<file path="src/rtl/systick_pkg.sv">
package systick_pkg;
  typedef enum logic [1:0] {
    REG_CTRL    = 2'd0,
    REG_RELOAD  = 2'd1,
    REG_CURRENT = 2'd2,
    REG_CALIB   = 2'd3
  } reg_sel_e;

  localparam int BIT_EN      = 0;
  localparam int BIT_TICKINT = 1;
  localparam int BIT_SRC     = 2;
  localparam int BIT_FLAG    = 16;
endpackage

</file>
<file path="src/rtl/systick_regs.sv">
module systick_regs
  import systick_pkg::*;
#(
  parameter int                CNT_W     = 24,
  parameter int                DATA_W    = 32,
  parameter logic [DATA_W-1:0] CALIB_VAL = '0
) (
  input  logic              clk_i,
  input  logic              rst_ni,
  input  reg_sel_e          sel_i,
  input  logic              wr_en_i,
  input  logic              rd_en_i,
  input  logic [DATA_W-1:0] wdata_i,
  input  logic              expire_i,
  input  logic [CNT_W-1:0]  cnt_i,
  output logic              en_o,
  output logic              tickint_o,
  output logic              src_o,
  output logic              flag_o,
  output logic [CNT_W-1:0]  reload_o,
  output logic              load_o,
  output logic [DATA_W-1:0] rdata_o
);
  localparam int PAD_W = DATA_W - CNT_W;

  logic             en_q, tickint_q, src_q, flag_q;
  logic [CNT_W-1:0] reload_q;
  logic             wr_ctrl, wr_reload, wr_cur, rd_ctrl;
  logic             en_d;
  logic [DATA_W-1:0] ctrl_word, mux_word;
  wire              unused_wdata = ^wdata_i[DATA_W-1:CNT_W];

  assign wr_ctrl   = wr_en_i && (sel_i == REG_CTRL);
  assign wr_reload = wr_en_i && (sel_i == REG_RELOAD);
  assign wr_cur    = wr_en_i && (sel_i == REG_CURRENT);
  assign rd_ctrl   = rd_en_i && (sel_i == REG_CTRL);

  // restart: current-value write, enable rise, or source swap while running
  assign load_o = wr_cur
               || (wr_ctrl && wdata_i[BIT_EN] && !en_q)
               || (wr_ctrl && wdata_i[BIT_EN] && en_q && (wdata_i[BIT_SRC] != src_q));

  always_comb begin
    en_d = en_q;
    if (wr_ctrl)                           en_d = wdata_i[BIT_EN];
    else if (expire_i && reload_q == '0)   en_d = 1'b0;
  end

  always_ff @(posedge clk_i or negedge rst_ni) begin
    if (!rst_ni) begin
      en_q      <= 1'b0;
      tickint_q <= 1'b0;
      src_q     <= 1'b0;
      flag_q    <= 1'b0;
      reload_q  <= '0;
    end else begin
      en_q <= en_d;
      if (wr_ctrl) begin
        tickint_q <= wdata_i[BIT_TICKINT];
        src_q     <= wdata_i[BIT_SRC];
      end
      if (wr_reload) reload_q <= wdata_i[CNT_W-1:0];
      if (expire_i)                flag_q <= 1'b1;
      else if (rd_ctrl || wr_cur)  flag_q <= 1'b0;
    end
  end

  always_comb begin
    ctrl_word              = '0;
    ctrl_word[BIT_EN]      = en_q;
    ctrl_word[BIT_TICKINT] = tickint_q;
    ctrl_word[BIT_SRC]     = src_q;
    ctrl_word[BIT_FLAG]    = flag_q;
    unique case (sel_i)
      REG_CTRL:    mux_word = ctrl_word;
      REG_RELOAD:  mux_word = {{PAD_W{1'b0}}, reload_q};
      REG_CURRENT: mux_word = en_q ? {{PAD_W{1'b0}}, cnt_i} : '0;
      default:     mux_word = CALIB_VAL;
    endcase
  end

  assign rdata_o   = rd_en_i ? mux_word : '0;
  assign en_o      = en_q;
  assign tickint_o = tickint_q;
  assign src_o     = src_q;
  assign flag_o    = flag_q;
  assign reload_o  = reload_q;
endmodule

</file>
<file path="src/rtl/systick_counter.sv">
module systick_counter #(
  parameter int CNT_W = 24
) (
  input  logic             clk_i,
  input  logic             rst_ni,
  input  logic             en_i,
  input  logic             src_core_i,
  input  logic             ref_tick_i,
  input  logic             load_i,
  input  logic [CNT_W-1:0] reload_i,
  output logic [CNT_W-1:0] cnt_o,
  output logic             step_o,
  output logic             expire_o
);
  logic [CNT_W-1:0] cnt_q;

  assign step_o   = en_i && (src_core_i || ref_tick_i);
  assign expire_o = step_o && (cnt_q == '0) && !load_i;

  always_ff @(posedge clk_i or negedge rst_ni) begin
    if (!rst_ni)                 cnt_q <= '0;
    else if (load_i || expire_o) cnt_q <= reload_i;
    else if (step_o)             cnt_q <= cnt_q - 1'b1;
  end

  assign cnt_o = cnt_q;
endmodule

</file>
<file path="src/rtl/systick_timer.sv">
module systick_timer
  import systick_pkg::*;
#(
  parameter int          CNT_W     = 24,
  parameter int          DATA_W    = 32,
  parameter logic [31:0] CALIB_VAL = 32'h0000_2710
) (
  input  logic              clk_i,
  input  logic              rst_ni,
  input  logic              ref_tick_i,
  input  logic [1:0]        addr_i,
  input  logic              wr_en_i,
  input  logic              rd_en_i,
  input  logic [DATA_W-1:0] wdata_i,
  output logic [DATA_W-1:0] rdata_o,
  output logic              irq_pend_o
);
  logic             en, tickint, src, flag, load, step, expire;
  logic [CNT_W-1:0] reload, cnt;
  logic             pend_q;

  systick_regs #(
    .CNT_W    (CNT_W),
    .DATA_W   (DATA_W),
    .CALIB_VAL(DATA_W'(CALIB_VAL))
  ) u_regs (
    .clk_i    (clk_i),
    .rst_ni   (rst_ni),
    .sel_i    (reg_sel_e'(addr_i)),
    .wr_en_i  (wr_en_i),
    .rd_en_i  (rd_en_i),
    .wdata_i  (wdata_i),
    .expire_i (expire),
    .cnt_i    (cnt),
    .en_o     (en),
    .tickint_o(tickint),
    .src_o    (src),
    .flag_o   (flag),
    .reload_o (reload),
    .load_o   (load),
    .rdata_o  (rdata_o)
  );

  systick_counter #(.CNT_W(CNT_W)) u_counter (
    .clk_i     (clk_i),
    .rst_ni    (rst_ni),
    .en_i      (en),
    .src_core_i(src),
    .ref_tick_i(ref_tick_i),
    .load_i    (load),
    .reload_i  (reload),
    .cnt_o     (cnt),
    .step_o    (step),
    .expire_o  (expire)
  );

  always_ff @(posedge clk_i or negedge rst_ni) begin
    if (!rst_ni) pend_q <= 1'b0;
    else         pend_q <= expire && tickint;
  end

  assign irq_pend_o = pend_q;
endmodule

</file>
<file path="config.mk">
export PLATFORM = sky130hd
export DESIGN_NAME = systick_timer
export DESIGN_NICKNAME = d
export VERILOG_FILES = /design/src/rtl/systick_pkg.sv /design/src/rtl/systick_regs.sv /design/src/rtl/systick_counter.sv /design/src/rtl/systick_timer.sv
export SDC_FILE = /design/constraint.sdc
export NUM_CORES = 1
export LEC_CHECK = 0
export BUFFER_PORTS_ARGS = -buffer_cell sky130_fd_sc_hd__buf_2
export CORE_MARGIN = 2
export CORE_UTILIZATION = 45
export CTS_BUF_LIST = sky130_fd_sc_hd__clkbuf_2
export DETAILED_ROUTE_END_ITERATION = 10
export PLACE_DENSITY = 0.71
export REMOVE_ABC_BUFFERS = 1
export SLEW_MARGIN = 25
export SYNTH_ARGS = -nofsm -noshare
export SYNTH_HDL_FRONTEND = slang
export SYNTH_SLANG_ARGS = --single-unit
</file>
<file path="constraint.sdc">
create_clock -name clk_i -period 2.55 [get_ports clk_i]
set_input_delay 0.765 -clock clk_i [delete_from_list [all_inputs] [get_ports clk_i]]
set_output_delay 0.765 -clock clk_i [all_outputs]
set_load 0.02 [all_outputs]
</file>
Yosys cells after proc, flatten, opt, wreduce, memory -nomap -nowiden
Cells that the tools add are included.
Word-level totals
  output and inout bits: 33
  register bits after elaboration: 53
  bits of input ports: 39
  word-level logic and storage cells: 46
Operators by class
  eq/ne operators: 3
  reductions and logical operators: 26
  add/subtract/negate cells: 1
  multiplexer cells: 9
Operators by type and width (number)
  $pmux 32 s3: 1
  $mux 24: 3
  $logic_not 24->1: 2
  $mux 32: 1
  $sub 24x1->24 const B: 1
  $logic_and 1x1->1: 13
  $reduce_bool 2->1: 3
  $logic_or 1x1->1: 5
  $mux 1: 4
  $eq 2x1->1 const B: 1
  $eq 2x2->1 const B: 1
  $logic_not 1->1: 2
  $logic_not 2->1: 1
  $ne 1x1->1: 1

Depth between registers and ports, before layout
  depth in word-level cells: 11
  depth in mapped cells: 9
  depth with buffers taken out: 7

Modules after synthesis
A second synthesis with hierarchy kept.
Unflattened totals
  cell total of the unflattened synthesis: 313
  area total of the unflattened synthesis: 3234.4 um^2
By module, submodules not included
  systick_regs: cells each 154, times used 1, area an instance 1788.0 um^2, seq. area each 700.7 um^2
  systick_counter: cells each 157, times used 1, area an instance 1415.1 um^2, seq. area each 600.6 um^2
  systick_timer: cells each 2, times used 1, area an instance 31.3 um^2, seq. area each 25.0 um^2

Worst setup path after synthesis
No wires, ideal clock.
  path type: in2out
  start point: in addr_i[1]
  end point: out rdata_o[14]
  buffers on the path: 2
  arrival time: 2.130 ns
  stages on the path: 6
  data required time: 1.785 ns
  slack: -0.345 ns
  cell sequence: and2_1 -> clkbuf_1 -> nor2b_1 -> clkbuf_1 -> a22oi_1 -> nor2b_1
Between the ends
  cells in the longest elaborated chain, start to end: 3
  elaborated cells on any way between the ends: 5
  classes of those cells: eq/ne (2); mux (2); reduce/logical (1)
RTL lines
  start: declaration: line systick_timer.sv:11  | input logic [1:0] addr_i,
  $eq 2x2->1 (tied with other cells): line systick_regs.sv:74  | unique case (sel_i)
  $pmux 32 s3 *: line systick_regs.sv:74
  $mux 32 *: line systick_regs.sv:82  | assign rdata_o = rd_en_i ? mux_word : '0;
  end: declaration: line systick_timer.sv:15  | output logic [DATA_W-1:0] rdata_o,
Every way passes the cells marked *; elsewhere a longest branch is shown, timed or not.

Final worst setup path
  start point: in addr_i[1]
  end point: out rdata_o[5]
Same word-level chain as after synthesis.

==> summary.md <==
| Metric | Value |
|---|---|
| Status | `finished, violations left` |
| Violated checks | `negative setup slack` |
| Layout cells sized above 1 | `0.3731` |
| Net count, final | `around 430` |
| Final slew viol count | `0` |
| I/O pins | `72` |
| Mux cell area share after synthesis | `0.1017` |
| Most frequent cells in the layout | `dfrtp_1, buf_2, buf_4` |
| Antenna Violating Nets Remaining | `0` |
| Pleak | `1.574 nW` |
| Avg Cell Area, Syn | `slightly below 10 um2` |
| Complex-gate fraction of the synthesized area | `0.1418` |
| Final setup violation count | `2` |
| Ant. Diodes | `0` |
| Area grow syn2layout | `22.43%` |
| # hold bufs at CTS | `0` |
| Buffers on Ports | `55` |
| Area fraction of the dominant cell type after synthesis | `0.4245` |
| Slew Limit Headroom | `0.5938` |
| Die area | `roughly 7600 um2` |
| Via density | `5.698` |
| R2r startpoint | `u_counter.cnt_o[12]` |
| Pin count of the biggest net entering global routing | `30` |
| Fin crit share | `1.002` |
| DP Cell Count | `462` |
| Die height | `87.33 um` |
| Fillers | `629` |
| Synth Warn # | `0` |
| Most common cell after layout, fill and taps aside | `dfrtp_1` |
| Remaining Overflow, GRT | `0` |
| Worst-path clk slew | `0.26 ns` |
| Skew-Pair Late Insertion Delay | `0.43 ns` |
| Synth unique cells | `47` |
| Synth Flop Type | `dfrtp_1` |
| Post-place instance area | `3567 um2` |
| XOR/XNOR share of the synthesized area | `0.05326` |
| Final Hold Violating Endpoints | `0` |
| Startpoint types | `input pin` |
| Post-synth top area cell | `dfrtp_1` |
| EDFF count, synth | `0` |
| Setup CP Type | `input pin to primary output` |
| Synth async-reset ratio | `1.000` |
| CP startpoint | `addr_i[1]` |
| Initial Util | `0.4624` |
| Worst path cell trace | `buf_4 -> and2_4 -> nor2b_4 -> clkbuf_16 -> a22oi_2 -> nor2b_1 -> buf_4` |
| Simple-gate share of the synthesized area | `0.2123` |
| Vias in the first global route | `roughly 2600` |
| Die Wd | `87.33 um` |
| Vias post-DR | `2701` |
| Final worst slack | `-0.005324 ns` |
| Slowest cell delay on critical path | `0.20 ns` |
| Worst path bufs/invs | `3` |
| CP max stage cell | `nor2b_4` |
| Final Non-Filler Cells | `474` |
| Critical path peak fanout | `7` |
| Initial antenna violation count | `0` |
| Max Cap Violations | `0` |
| GPL Wtd Cong | `~0.9` |
| First-pass GRT wire length | `12790 um` |
| FF+latch count, synth | `53` |
| Clock Skews | `0.01956 ns` |
| Worst IR drop on VDD | `0.3348 mV` |
| GRT Resource Usage Total | `0.2155` |
| Worst min path class | `input pin to async pin` |
| DR iter-0 viols | `153` |
| Fmax | `around 390 MHz` |
| Clk sink count | `53` |
| Worst EP required | `1.79 ns` |
| Data arrival time of the worst path | `1.79 ns` |
| Longest Clk Path Bufs | `2` |
| Final WL | `7978 um` |
| Minimum clock period | `roughly 2.6 ns` |
| CP endpoint kind | `primary output` |
| Leading post-synthesis cells by cell area | `dfrtp_1, mux2_2, nor2b_1, a22oi_1, xor2_1` |
| Root buf cell | `clkbuf_2` |
| DR pass1 iterations | `6` |
| # rows | `30` |
| Total Power | `2.389 mW` |
| Worst Tran Pin Value | `0.6070 ns` |
| Core ar. | `6756 um2` |
| Sequential share of the synthesized area | `0.4245` |
| Synth Instances | `321` |
| Dpl ws | `-0.03381 ns` |
| Detailed Place HPWL | `roughly 5700 um` |
| RSZ-0062 raised after global routing | `true` |
| Largest family of logic cells by synthesized area | `simple AND/OR/NAND/NOR gates` |
| Synthesized area | `3124 um2` |
| PwrDens | `624.6 nW/um2` |
| CTS Buf Count | `5` |
| CP delay by family, top | `simple AND/OR/NAND/NOR gates` |
| Most used cell, CP | `buf_4` |
| Drc violations | `0` |
| Post-Synth Adder-Cell Area | `0.008010` |
| # H-tree levels | `2` |
| Average routed wire per standard cell | `16.83 um` |
| Post-route cell area | `3825 um2` |
| CTS tree | `done` |
[kinds of logic after synthesis]
family          count (synthesis)
compound gates                 69
buf+inv                        29
other cells                     1
simple gates                  120
mux                            28
flops                          53
xor+xnor                       19
fa+ha+maj                       2
[final timing paths]
check,to,slack (ns),cells past startpoint
worst max register to register,u_counter.cnt_o[16],0.13,6
worst max-delay path,rdata_o[5],-0.005,7
min in group clk_i,u_regs.reload_o[11],0.53,2
max in group asynchronous,u_regs.en_o,1.70,2
worst min register to register,irq_pend_o,0.55,1
worst min-delay path,u_regs.reload_o[15],0.28,1
[timing repair]
action,4_1_cts,5_1_grt
resized for setup,18,26
setup endpoints to repair,16,22
pin swaps,4,10
cloned,0,1
buffers inserted,1,2
[flip-flops by register name, indices dropped and copies added (netlist names)]
name / count
u_regs.reload_o: 24
u_regs.flag_o: 1
irq_pend_o: 1
u_counter.cnt_o: 24
u_regs.src_o: 1
u_regs.en_o: 1
u_regs.tickint_o: 1
[through the flow]
step	TNS (ns)	utilization	hold slack (ns)
after floorplan	-10.48	-	0.4694
final	-0.007732	0.5661	0.2823
after global routing	-0.5803	0.5661	0.2603
after CTS	-0.09249	0.5446	0.2754
after detailed placement	-0.1729	0.5280	0.4996
after global placement	-0.1518	0.5280	0.4995
[final cells by class]
cell class | count | area (um2) | area share
sequential | 53 | 1329 | 0.3474
inverter | 4 | 18.77 | 0.004907
clock buffer | 6 | 30.03 | 0.007851
timing repair buffer | 83 | 600.6 | 0.1570
multi-input combinational | 246 | 1737 | 0.4540
clock inverter | 2 | 10.01 | 0.002617
tap | 80 | 100.1 | 0.02617
[worst reg2reg max path, cell delays in order (launching register included)]
cell and delay [ns]:
dfrtp_2 0.52, or4_1 0.60, or3_1 0.39, o31a_1 0.39, buf_4 0.25, nor2_1 0.12, a31oi_1 0.05
[cell usage after synthesis (2+ instances only)]
| cell type | instances |
|---|---|
| or4_1 | 7 |
| nand2_1 | 14 |
| and2_1 | 4 |
| a21boi_0 | 5 |
| nor4_1 | 9 |
| clkbuf_1 | 9 |
| xnor2_1 | 6 |
| a22oi_1 | 16 |
| a21oi_2 | 2 |
| nor2_2 | 2 |
| xor2_1 | 13 |
| dfrtp_1 | 53 |
| nand3_1 | 7 |
| a21oi_1 | 20 |
| ha_1 | 2 |
| buf_2 | 2 |
| or3_1 | 3 |
| nor2b_1 | 20 |
| o21ai_0 | 13 |
| buf_6 | 5 |
| nor3_1 | 7 |
| nand4_1 | 6 |
| inv_1 | 4 |
| nand4b_1 | 2 |
| nand2b_1 | 5 |
| o31ai_1 | 2 |
| mux2_2 | 26 |
| nor2_1 | 29 |
| a31oi_1 | 3 |
| buf_4 | 8 |
[report_power, final]
| group | switching [mW] | internal [mW] |
|---|---|---|
| logic | 0.371 | 0.367 |
| clock network | 0.258 | 0.0690 |
| registers | 0.286 | 1.04 |
| total | 0.916 | 1.47 |
[routing by layer]
layer	GRT usage	vias to the layer above	wire [um]	share of wire
met1	0.2925	1291	3459	0.43
met5	0	-	0	0
li1	-	1289	-	-
met2	0.3506	104	3850	0.48
met3	0.03791	17	487	0.061
met4	0.06713	0	180	0.023
(Power assumes the default switching activity.)
